===== src/rtl/rsq_pkg.sv =====
package rsq_pkg;
   typedef enum logic [1:0] {
      CAUSE_NONE = 2'b00,
      CAUSE_EXT  = 2'b01,
      CAUSE_WDT  = 2'b10,
      CAUSE_WAKE = 2'b11
   } rsq_cause_e;
endpackage


===== src/rtl/rsq_mc_divider.sv =====
module rsq_mc_divider #(
   parameter int OSC_PER_MC = 12
) (
   input  logic clk,
   input  logic rst_n,
   output logic tick
);
   localparam int DW = (OSC_PER_MC > 2) ? $clog2(OSC_PER_MC) : 1;
   localparam logic [DW-1:0] LAST = DW'(OSC_PER_MC - 1);

   logic [DW-1:0] div_q;

   generate
      if (OSC_PER_MC < 2) begin : g_bad
         $error("rsq_mc_divider: OSC_PER_MC must be at least 2");
      end
   endgenerate

   assign tick = (div_q == LAST);

   always_ff @(posedge clk or negedge rst_n) begin
      if (!rst_n)    div_q <= '0;
      else if (tick) div_q <= '0;
      else           div_q <= div_q + 1'b1;
   end
endmodule


===== src/rtl/rsq_pin_qualifier.sv =====
module rsq_pin_qualifier #(
   parameter int SYNC_STAGES = 2,
   parameter int QUAL_MC     = 2
) (
   input  logic clk,
   input  logic rst_n,
   input  logic tick,
   input  logic pin,
   output logic ext_ok,
   output logic ext_nxt
);
   localparam int QW = $clog2(QUAL_MC + 1);
   localparam logic [QW-1:0] QMAX = QW'(QUAL_MC);

   logic [SYNC_STAGES-1:0] sync_q;
   logic                   pin_s;
   logic [QW-1:0]          qual_q, qual_nxt;

   generate
      if (SYNC_STAGES < 2) begin : g_bad_sync
         $error("rsq_pin_qualifier: SYNC_STAGES must be at least 2");
      end
      if (QUAL_MC < 1) begin : g_bad_qual
         $error("rsq_pin_qualifier: QUAL_MC must be at least 1");
      end
      for (genvar s = 0; s < SYNC_STAGES; s++) begin : g_sync
         if (s == 0) begin : g_first
            always_ff @(posedge clk or negedge rst_n) begin
               if (!rst_n) sync_q[0] <= 1'b0;
               else        sync_q[0] <= pin;
            end
         end else begin : g_next
            always_ff @(posedge clk or negedge rst_n) begin
               if (!rst_n) sync_q[s] <= 1'b0;
               else        sync_q[s] <= sync_q[s-1];
            end
         end
      end
   endgenerate

   assign pin_s = sync_q[SYNC_STAGES-1];

   always_comb begin
      qual_nxt = qual_q;
      if (tick) begin
         if (!pin_s)             qual_nxt = '0;
         else if (qual_q != QMAX) qual_nxt = qual_q + 1'b1;
      end
   end

   assign ext_nxt = (qual_nxt == QMAX);

   always_ff @(posedge clk or negedge rst_n) begin
      if (!rst_n) begin
         qual_q <= '0;
         ext_ok <= 1'b0;
      end else begin
         qual_q <= qual_nxt;
         ext_ok <= ext_nxt;
      end
   end
endmodule


===== src/rtl/rsq_pulse_timer.sv =====
module rsq_pulse_timer #(
   parameter int LEN_MC = 3
) (
   input  logic clk,
   input  logic rst_n,
   input  logic tick,
   input  logic fire,
   output logic active,
   output logic active_nxt,
   output logic load
);
   localparam int CW = $clog2(LEN_MC + 1);
   localparam logic [CW-1:0] FULL = CW'(LEN_MC);

   logic          pend_q;
   logic          fire_eff;
   logic [CW-1:0] cnt_q, cnt_dec, cnt_nxt;

   generate
      if (LEN_MC < 1) begin : g_bad
         $error("rsq_pulse_timer: LEN_MC must be at least 1");
      end
   endgenerate

   assign fire_eff = fire | pend_q;
   assign cnt_dec  = (cnt_q == '0) ? '0 : cnt_q - 1'b1;
   assign load     = tick & fire_eff;

   always_comb begin
      cnt_nxt = cnt_q;
      if (tick) cnt_nxt = fire_eff ? FULL : cnt_dec;
   end

   assign active     = (cnt_q != '0);
   assign active_nxt = (cnt_nxt != '0);

   always_ff @(posedge clk or negedge rst_n) begin
      if (!rst_n) begin
         cnt_q  <= '0;
         pend_q <= 1'b0;
      end else begin
         cnt_q  <= cnt_nxt;
         pend_q <= tick ? 1'b0 : fire_eff;
      end
   end
endmodule


===== src/rtl/rsq_release_stage.sv =====
module rsq_release_stage (
   input  logic clk,
   input  logic rst_n,
   input  logic tick,
   input  logic src_nxt,
   output logic rst_out
);
   logic tail_q;

   always_ff @(posedge clk or negedge rst_n) begin
      if (!rst_n) begin
         tail_q  <= 1'b0;
         rst_out <= 1'b1;
      end else if (tick) begin
         tail_q  <= src_nxt;
         rst_out <= src_nxt | tail_q;
      end
   end
endmodule


===== src/rtl/rsq_reset_seq.sv =====
module rsq_reset_seq #(
   parameter int OSC_PER_MC  = 12,
   parameter int EXT_QUAL_MC = 2,
   parameter int WDT_MC      = 3,
   parameter int WAKE_MC     = 6144,
   parameter int SYNC_STAGES = 2
) (
   input  logic       clk_osc,
   input  logic       pwr_rst_n,
   input  logic       rst_pin_in,
   input  logic       wdt_ovf,
   input  logic       can_wake,
   input  logic       pwr_down,
   output logic       mc_tick,
   output logic       rst_pin_drive,
   output logic       core_rst,
   output logic       can_rst,
   output logic       ale_hold,
   output logic       psen_hold,
   output logic [1:0] rst_cause
);
   import rsq_pkg::*;

   logic ext_ok, ext_nxt;
   logic wdt_act, wdt_act_nxt, wdt_load;
   logic wake_act, wake_act_nxt, wake_load;
   logic core_src_nxt, can_src_nxt;
   rsq_cause_e cause_q;

   generate
      if (WAKE_MC < WDT_MC) begin : g_bad_len
         $error("rsq_reset_seq: WAKE_MC shorter than WDT_MC");
      end
   endgenerate

   rsq_mc_divider #(.OSC_PER_MC(OSC_PER_MC)) u_div (
      .clk(clk_osc), .rst_n(pwr_rst_n), .tick(mc_tick)
   );

   rsq_pin_qualifier #(.SYNC_STAGES(SYNC_STAGES), .QUAL_MC(EXT_QUAL_MC)) u_pin (
      .clk(clk_osc), .rst_n(pwr_rst_n), .tick(mc_tick), .pin(rst_pin_in),
      .ext_ok(ext_ok), .ext_nxt(ext_nxt)
   );

   rsq_pulse_timer #(.LEN_MC(WDT_MC)) u_wdt (
      .clk(clk_osc), .rst_n(pwr_rst_n), .tick(mc_tick), .fire(wdt_ovf),
      .active(wdt_act), .active_nxt(wdt_act_nxt), .load(wdt_load)
   );

   rsq_pulse_timer #(.LEN_MC(WAKE_MC)) u_wake (
      .clk(clk_osc), .rst_n(pwr_rst_n), .tick(mc_tick), .fire(can_wake & pwr_down),
      .active(wake_act), .active_nxt(wake_act_nxt), .load(wake_load)
   );

   assign core_src_nxt = ext_nxt | wdt_act_nxt | wake_act_nxt;
   assign can_src_nxt  = ext_nxt | wdt_act_nxt;

   rsq_release_stage u_core_rel (
      .clk(clk_osc), .rst_n(pwr_rst_n), .tick(mc_tick),
      .src_nxt(core_src_nxt), .rst_out(core_rst)
   );

   rsq_release_stage u_can_rel (
      .clk(clk_osc), .rst_n(pwr_rst_n), .tick(mc_tick),
      .src_nxt(can_src_nxt), .rst_out(can_rst)
   );

   always_ff @(posedge clk_osc or negedge pwr_rst_n) begin
      if (!pwr_rst_n)                cause_q <= CAUSE_NONE;
      else if (wake_load)            cause_q <= CAUSE_WAKE;
      else if (wdt_load)             cause_q <= CAUSE_WDT;
      else if (mc_tick && ext_nxt && !ext_ok) cause_q <= CAUSE_EXT;
   end

   assign rst_cause     = cause_q;
   assign rst_pin_drive = wdt_act | wake_act;
   assign ale_hold      = core_rst;
   assign psen_hold     = core_rst;
endmodule


===== config.mk =====
export PLATFORM = sky130hd
export DESIGN_NAME = rsq_reset_seq
export DESIGN_NICKNAME = d
export VERILOG_FILES = /design/src/rtl/rsq_pkg.sv /design/src/rtl/rsq_mc_divider.sv /design/src/rtl/rsq_pin_qualifier.sv /design/src/rtl/rsq_pulse_timer.sv /design/src/rtl/rsq_release_stage.sv /design/src/rtl/rsq_reset_seq.sv
export SDC_FILE = /design/constraint.sdc
export NUM_CORES = 1
export LEC_CHECK = 0
export BUFFER_PORTS_ARGS = -buffer_cell sky130_fd_sc_hd__buf_4
export CAP_MARGIN = 15
export CORE_ASPECT_RATIO = 0.75
export CORE_MARGIN = 1.5
export CORE_UTILIZATION = 58
export CTS_CLUSTER_DIAMETER = 120
export DETAILED_ROUTE_END_ITERATION = 6
export HOLD_SLACK_MARGIN = 0.15
export PLACE_DENSITY = 0.86
export RECOVER_POWER = 25
export SLEW_MARGIN = 40
export SYNTH_ARGS = -nofsm -noshare
export SYNTH_HDL_FRONTEND = slang
export SYNTH_SLANG_ARGS = --single-unit
export TNS_END_PERCENT = 10

===== constraint.sdc =====
create_clock -name clk_osc -period 4.4 [get_ports clk_osc]
set_clock_uncertainty 0.15 [all_clocks]
set_input_delay 0.66 -clock clk_osc [delete_from_list [all_inputs] [get_ports clk_osc]]
set_output_delay 0.66 -clock clk_osc [all_outputs]
set_load 0.01 [all_outputs]

* Word level (Yosys, flattened, before mapping)
Index checks and enable logic that the tools add are counted.
** Word-level totals
- Register bits :: 32
** Operators by class
- $add $sub $neg :: 4
- Equal/unequal tests :: 3
- Multiplexer cells :: 15
- Bitwise operators :: 10
- Reduce and logical (&&, ||, !) cells :: 10
** Operators with widths (count)
- two-way mux 13 bit :: 3
- nonzero test 13 bit :: 2
- two-way mux 2 bit :: 9
- zero test 13 bit :: 1
- subtractor 13 x 1 -> 13 bit, second input constant :: 1
- bitwise OR 1 bit :: 7
- adder 4 x 1 -> 4 bit, second input constant :: 1
- equality test 4 bit, second input constant :: 1
- two-way mux 4 bit :: 1
- nonzero test 2 bit :: 2
- bitwise AND 1 bit :: 3
- nonzero test 3 bit :: 1
- adder 2 x 1 -> 2 bit, second input constant :: 1
- equality test 2 bit, second input constant :: 1
- logical AND 1 bit :: 2
- zero test 2 bit :: 1
- two-way mux 1 bit :: 2
- != test 2 bit, second input constant :: 1
- subtractor 2 x 1 -> 2 bit, second input constant :: 1
- zero test 1 bit :: 1

* Logic depth before layout (Yosys ltp)
- Depth after elaboration :: 10
- Mapped depth :: 9

* Cells and area by module
From an unflattened synthesis, not the netlist that was laid out.
** Unflattened totals
- Cells, all modules :: 172
- Area total of the unflattened synthesis :: 1697.9 µm²
** By module, submodules not included
- rsq_pulse_timer at u_wake :: instances 1, cells each 102, area an instance 904.6 µm²
- rsq_pin_qualifier :: instances 1, cells each 15, area an instance 187.7 µm²
- rsq_mc_divider :: instances 1, cells each 14, area an instance 180.2 µm²
- rsq_release_stage :: instances 2, cells each 6, area an instance 78.8 µm²
- rsq_pulse_timer at u_wdt :: instances 1, cells each 16, area an instance 146.4 µm²
- rsq_reset_seq :: instances 1, cells each 13, area an instance 121.4 µm²

* Least setup slack after synthesis
No wires, ideal clock.
- Path type :: reg-to-output
- Start :: reg u_wake.cnt_q[4]
- End :: out rst_pin_drive
- Arrival :: 1.526 ns
- Required time :: 3.590 ns
- Slack :: 2.064 ns
- Cell stages (with the launch flop) :: 4
- Path through :: dfrtp_1 nor4_4 nand4b_2 or4_1
** On the way
- Word-level cells in the longest chain between the ends :: 2
** Ends and longest elaborated chain
- start, declared :: RTL line rsq_pulse_timer.sv:17 : logic [CW-1:0] cnt_q, cnt_dec, cnt_nxt;
- start signal, assigned :: RTL line rsq_pulse_timer.sv:42 : cnt_q <= cnt_nxt;
- nonzero test 13 bit :: RTL line rsq_pulse_timer.sv:34 : assign active = (cnt_q != '0);
- bitwise OR 1 bit :: RTL line rsq_reset_seq.sv:76 : assign rst_pin_drive = wdt_act | wake_act;
- end, declared :: RTL line rsq_reset_seq.sv:15 : output logic rst_pin_drive,
Every way passes these cells.

* Worst setup path in the final report
- Start :: reg u_wake.cnt_q[0]
- End :: out rst_pin_drive
The elaborated chain is that of the path after synthesis.

==> tab_implementation.tex <==
\begin{tabular}{lr}
\hline
Metric & Value \\
\hline
\multicolumn{2}{l}{\textbf{GRT}} \\
\quad Leftover overflow at the end of global routing & 0 \\
\quad Antenna violations before repair & 0 \\
\quad Gr usage total & roughly a quarter \\
\quad Maximum number of pins on one net before global-route repair & 33 \\
\quad First-pass GRT wire length & between 6 and 7 mm \\
\quad Vias in the first global route & roughly 1400 \\
\multicolumn{2}{l}{\textbf{STA}} \\
\quad Share of the cycle needed by the critical path after routing & between 70\% and 80\% \\
\quad Number of pins with negative max-slew slack in the final report & 33 \\
\quad Fmax & between 300 and 400 MHz \\
\quad Final count of hold timing violations & 0 \\
\quad Endpoints failing setup & 0 \\
\quad RSZ-0062 raised after global routing & no \\
\quad Rel. slew slack & -14.1\% \\
\quad Setup Total Neg Slack & 0 ns \\
\quad Hold slack final & around 0.20 ns \\
\quad Post-route minimum period & 3.10 ns \\
\quad Slew at the pin closest to its max-slew limit & around 1.7 ns \\
\multicolumn{2}{l}{\textbf{Finish}} \\
\quad Net count, final & $\sim$200 \\
\quad Area Overhead vs Synth & 9.72\% \\
\quad Diode count & 0 \\
\quad Proportion of layout cells with a drive suffix above 1 & 19.4\% \\
\quad Total non-filler cell area in the finished layout & about 1900 sq um \\
\quad Most common cell after layout, fill and taps aside & sky130\_fd\_sc\_hd\_\_dfrtp\_1 \\
\quad Cell Count, Final, Fillers Out & 227 \\
\quad Top library cells by usage in the layout, fill and taps aside & sky130\_fd\_sc\_hd\_\_dfrtp\_1, sky130\_fd\_sc\_hd\_\_nor2\_1, sky130\_fd\_sc\_hd\_\_o21ai\_0, sky130\_fd\_sc\_hd\_\_nand2\_1, sky130\_fd\_sc\_hd\_\_buf\_4 \\
\multicolumn{2}{l}{\textbf{Clock network}} \\
\quad Number of clock buffers inserted by TritonCTS & 5 \\
\quad CTS HTree Levels & 2 \\
\quad Count of clock tree sinks & 32 \\
\quad CTS clk-pin slew, worst paths & 0.06 ns \\
\quad Clock latency at the later pin of the worst-skew pair & between 0.2 and 0.3 ns \\
\quad Post-cts gate resize count & 0 \\
\quad Number of buffers inserted to repair setup after CTS & 0 \\
\quad Worst-case clock buffer depth & 2 \\
\quad Root Buffer & sky130\_fd\_sc\_hd\_\_clkbuf\_8 \\
\quad TritonCTS clock tree & yes \\
\quad CTS hold repair buffers & 0 \\
\multicolumn{2}{l}{\textbf{Route}} \\
\quad DR iter-0 viols & approximately 160 \\
\quad Post-route DRC violation count & 0 \\
\quad Routed Antenna Nets & 0 \\
\quad Vias after detailed routing & approximately 1400 \\
\quad Routed vias/inst & 6.13 \\
\quad Routed wire per std cell & approximately 16 um \\
\quad Total routed wirelength & approximately 3.7 mm \\
\quad Number of detailed-route iterations in the first pass & 4 \\
\multicolumn{2}{l}{\textbf{Die}} \\
\quad Die Ht & 50.4 um \\
\quad Die X-Extent & between 60 and 70 um \\
\quad Die Outline Area & 3340 sq um \\
\quad Area of the placeable core & 2720 sq um \\
\quad Starting density of the core & $\sim$64\% \\
\quad Number of placed I/O pins & 14 \\
\quad Standard-cell rows & 16 \\
\multicolumn{2}{l}{\textbf{Critical path}} \\
\quad Required arrival time at the worst endpoint & 3.59 ns \\
\quad Worst reg2reg path startpoint & u\_div.div\_q[0] \\
\quad Library cell contributing the largest single delay on the critical path & sky130\_fd\_sc\_hd\_\_or4\_1 \\
\quad Worst Path Max Fanout & 12 \\
\quad Signal arrival time at the worst endpoint & around 2.3 ns \\
\quad Delay contributed by the slowest stage of the critical path & 0.45 ns \\
\quad Type of the setup path with the least slack & reg -> out \\
\quad Setup slack of the most critical reg-to-reg path & about 1.8 ns \\
\quad Critical-path cell list & inv\_1, ha\_1, and2b\_1, nand4b\_2, or4\_1, buf\_4 \\
\quad CP startpoint & u\_wake.cnt\_q[0] \\
\quad Type of element capturing the critical path & primary output \\
\quad Setup crit start kind & flop \\
\multicolumn{2}{l}{\textbf{Power}} \\
\quad Fraction of power consumed by sequential logic & slightly above 50\% \\
\quad Net load switching power & $\sim$0.15 mW \\
\quad Power density of the placed cells & 313 nW/um\^{}2 \\
\quad Design internal power & between 0.4 and 0.5 mW \\
\quad Proportion of power drawn by combinational gates & under 10\% \\
\quad Proportion of power drawn by the clock network & 38.5\% \\
\quad Net switching share of the total power & roughly 24\% \\
\quad Peak ir drop on the vdd network & 0.215 mV \\
\quad Static leakage power & 0.866 nW \\
\multicolumn{2}{l}{\textbf{Logic synthesis}} \\
\quad Yosys warns & 0 \\
\quad Total nets after synthesis & 190 \\
\quad Netlist area before placement & around 1700 sq um \\
\quad Post-synth cell types & between 50 and 60 \\
\quad Sequential share of the synthesized area & 46.2\% \\
\quad Number of synthesized register bits & 32 \\
\quad Cells after Synth & approximately 180 \\
\quad Mean post-synth cell area & roughly 9.6 sq um \\
\multicolumn{2}{l}{\textbf{Placement}} \\
\quad DP HPWL & approximately 2.5 mm \\
\quad IO Port Bufs & 13 \\
\quad Standard cell area after detailed placement & $\sim$1800 sq um \\
\quad Final weighted congestion in routability-driven placement & approximately 0.86 \\
\quad Total placed cells including tap cells & $\sim$220 \\
\multicolumn{2}{l}{\textbf{Run status}} \\
\quad Violations in the final reports & max-capacitance violations, max-slew violations \\
\quad Run status & complete, but fails checks \\
\multicolumn{2}{l}{\textbf{Hold path}} \\
\quad Hold Startpoint & u\_pin.sync\_q[0] \\
\quad Class of the tightest hold or removal check & reg -> reg \\
\multicolumn{2}{l}{\textbf{Flow run}} \\
\quad Maximum Capacitance Violations & 1 \\
\hline
\end{tabular}
[final timing paths]
check / to / cells after the start
worst max register to register: u_core_rel.tail_q / 7
worst min register to register: u_pin.pin_s / 0
min in group asynchronous: u_wdt.pend_q / 1
worst max-delay path: rst_pin_drive / 6
max in group asynchronous: u_wake.cnt_q[3] / 1
worst min-delay path: u_pin.pin_s / 0
[logic make-up after synthesis]
logic type	Yosys count	share of synthesized area, %
and+or+nand+nor	75	24.8
AOI/OAI and AO/OA	46	18.1
DFF	32	46.2
buffers and inverters	18	4.97
xor gates and xnor gates	5	2.52
adders and majority gates	3	2.16
muxes	2	1.22
[layout make-up]
cell class | count | area (sq um)
fill | 206 | 816
inverter | 7 | 26.3
multi-input combinational | 131 | 848
timing repair buffer | 13 | 93.8
clock buffer | 8 | 90.1
sequential | 32 | 803
tap | 36 | 45.0
[power by group through the flow]
stage | logic (mW) | clock network, mW | registers (mW)
3_3_place_gp | 0.0544 | 0 | 0.314
4_1_cts | 0.0584 | 0.237 | 0.309
6_report | 0.0576 | 0.229 | 0.309
2_1_floorplan | 0.0418 | 0 | 0.311
5_1_grt | 0.0646 | 0.250 | 0.310
3_5_place_dp | 0.0581 | 0 | 0.314
[stage by stage]
stage                     util [%]  power (mW)  setup WS [ns]
after global placement        66.9       0.368           1.72
after detailed placement      66.9       0.372           1.63
after CTS                     70.2       0.604           1.30
final                         70.0       0.596           1.30
after global routing          70.0       0.624           1.16
after floorplan                  -       0.353           2.06
[cell usage after synthesis (all sizes together)]
| master | n | share of area [%] |
|---|---|---|
| dfstp | 2 | 3.0 |
| xnor2 | 2 | 1.0 |
| nor2 | 26 | 5.6 |
| nand4b | 2 | 1.4 |
| and2 | 1 | 0.36 |
| and3b | 2 | 1.0 |
| and4b | 1 | 0.65 |
| nand4 | 3 | 1.4 |
| nand3b | 2 | 1.6 |
| a21oi | 8 | 2.3 |
| o32ai | 1 | 0.50 |
| nand3 | 3 | 1.2 |
| o21ai | 21 | 6.9 |
| or4 | 1 | 0.43 |
| nor3 | 5 | 1.4 |
| clkbuf | 6 | 1.4 |
| inv | 7 | 1.5 |
| a21o | 1 | 0.43 |
| buf | 5 | 2.1 |
| a22o | 1 | 0.50 |
| dfrtp | 30 | 43 |
| mux2i | 1 | 0.58 |
| nor4 | 2 | 1.9 |
| xor2 | 3 | 1.5 |
| nand2 | 19 | 4.2 |
| and2b | 1 | 0.43 |
| o211ai | 1 | 0.43 |
| nor4b | 2 | 1.4 |
| o31ai | 5 | 2.2 |
| nand2b | 2 | 0.72 |
| a211oi | 1 | 0.43 |
| a211o | 1 | 0.58 |
| o41ai | 3 | 1.5 |
| or2 | 3 | 1.1 |
| ha | 3 | 2.2 |
| a31oi | 1 | 0.36 |
| a2111oi | 1 | 1.6 |
| mux2 | 1 | 0.65 |
| o22ai | 1 | 0.36 |
[registers in the layout (all words and copies together), names as in the netlist]
name and flops:
u_div.div_q 4, u_can_rel.tail_q 1, u_core_rel.tail_q 1, u_pin.qual_q 2, u_core_rel.rst_out 1, u_wdt.pend_q 1, u_wake.cnt_q 13, u_can_rel.rst_out 1
u_pin.ext_ok 1, u_pin.pin_s 1, u_wdt.cnt_q 2, u_wake.pend_q 1, u_pin.sync_q 1, rst_cause 2
[layer usage]
metal / global-route usage, % / share of wire [%]
met5: 0 / 0
met4: 8.50 / 0.84
met2: 39.7 / 49
met1: 34.1 / 43
met3: 8.97 / 6.8
[worst max-delay path: cells and delay by family, from the launching register on]
family        cells  cell delay, ns
buf+inv           2            0.26
simple gates      3            0.93
flops             1            0.43
fa+ha+maj         1            0.40
No activity file was read; power rests on OpenSTA's default activity.
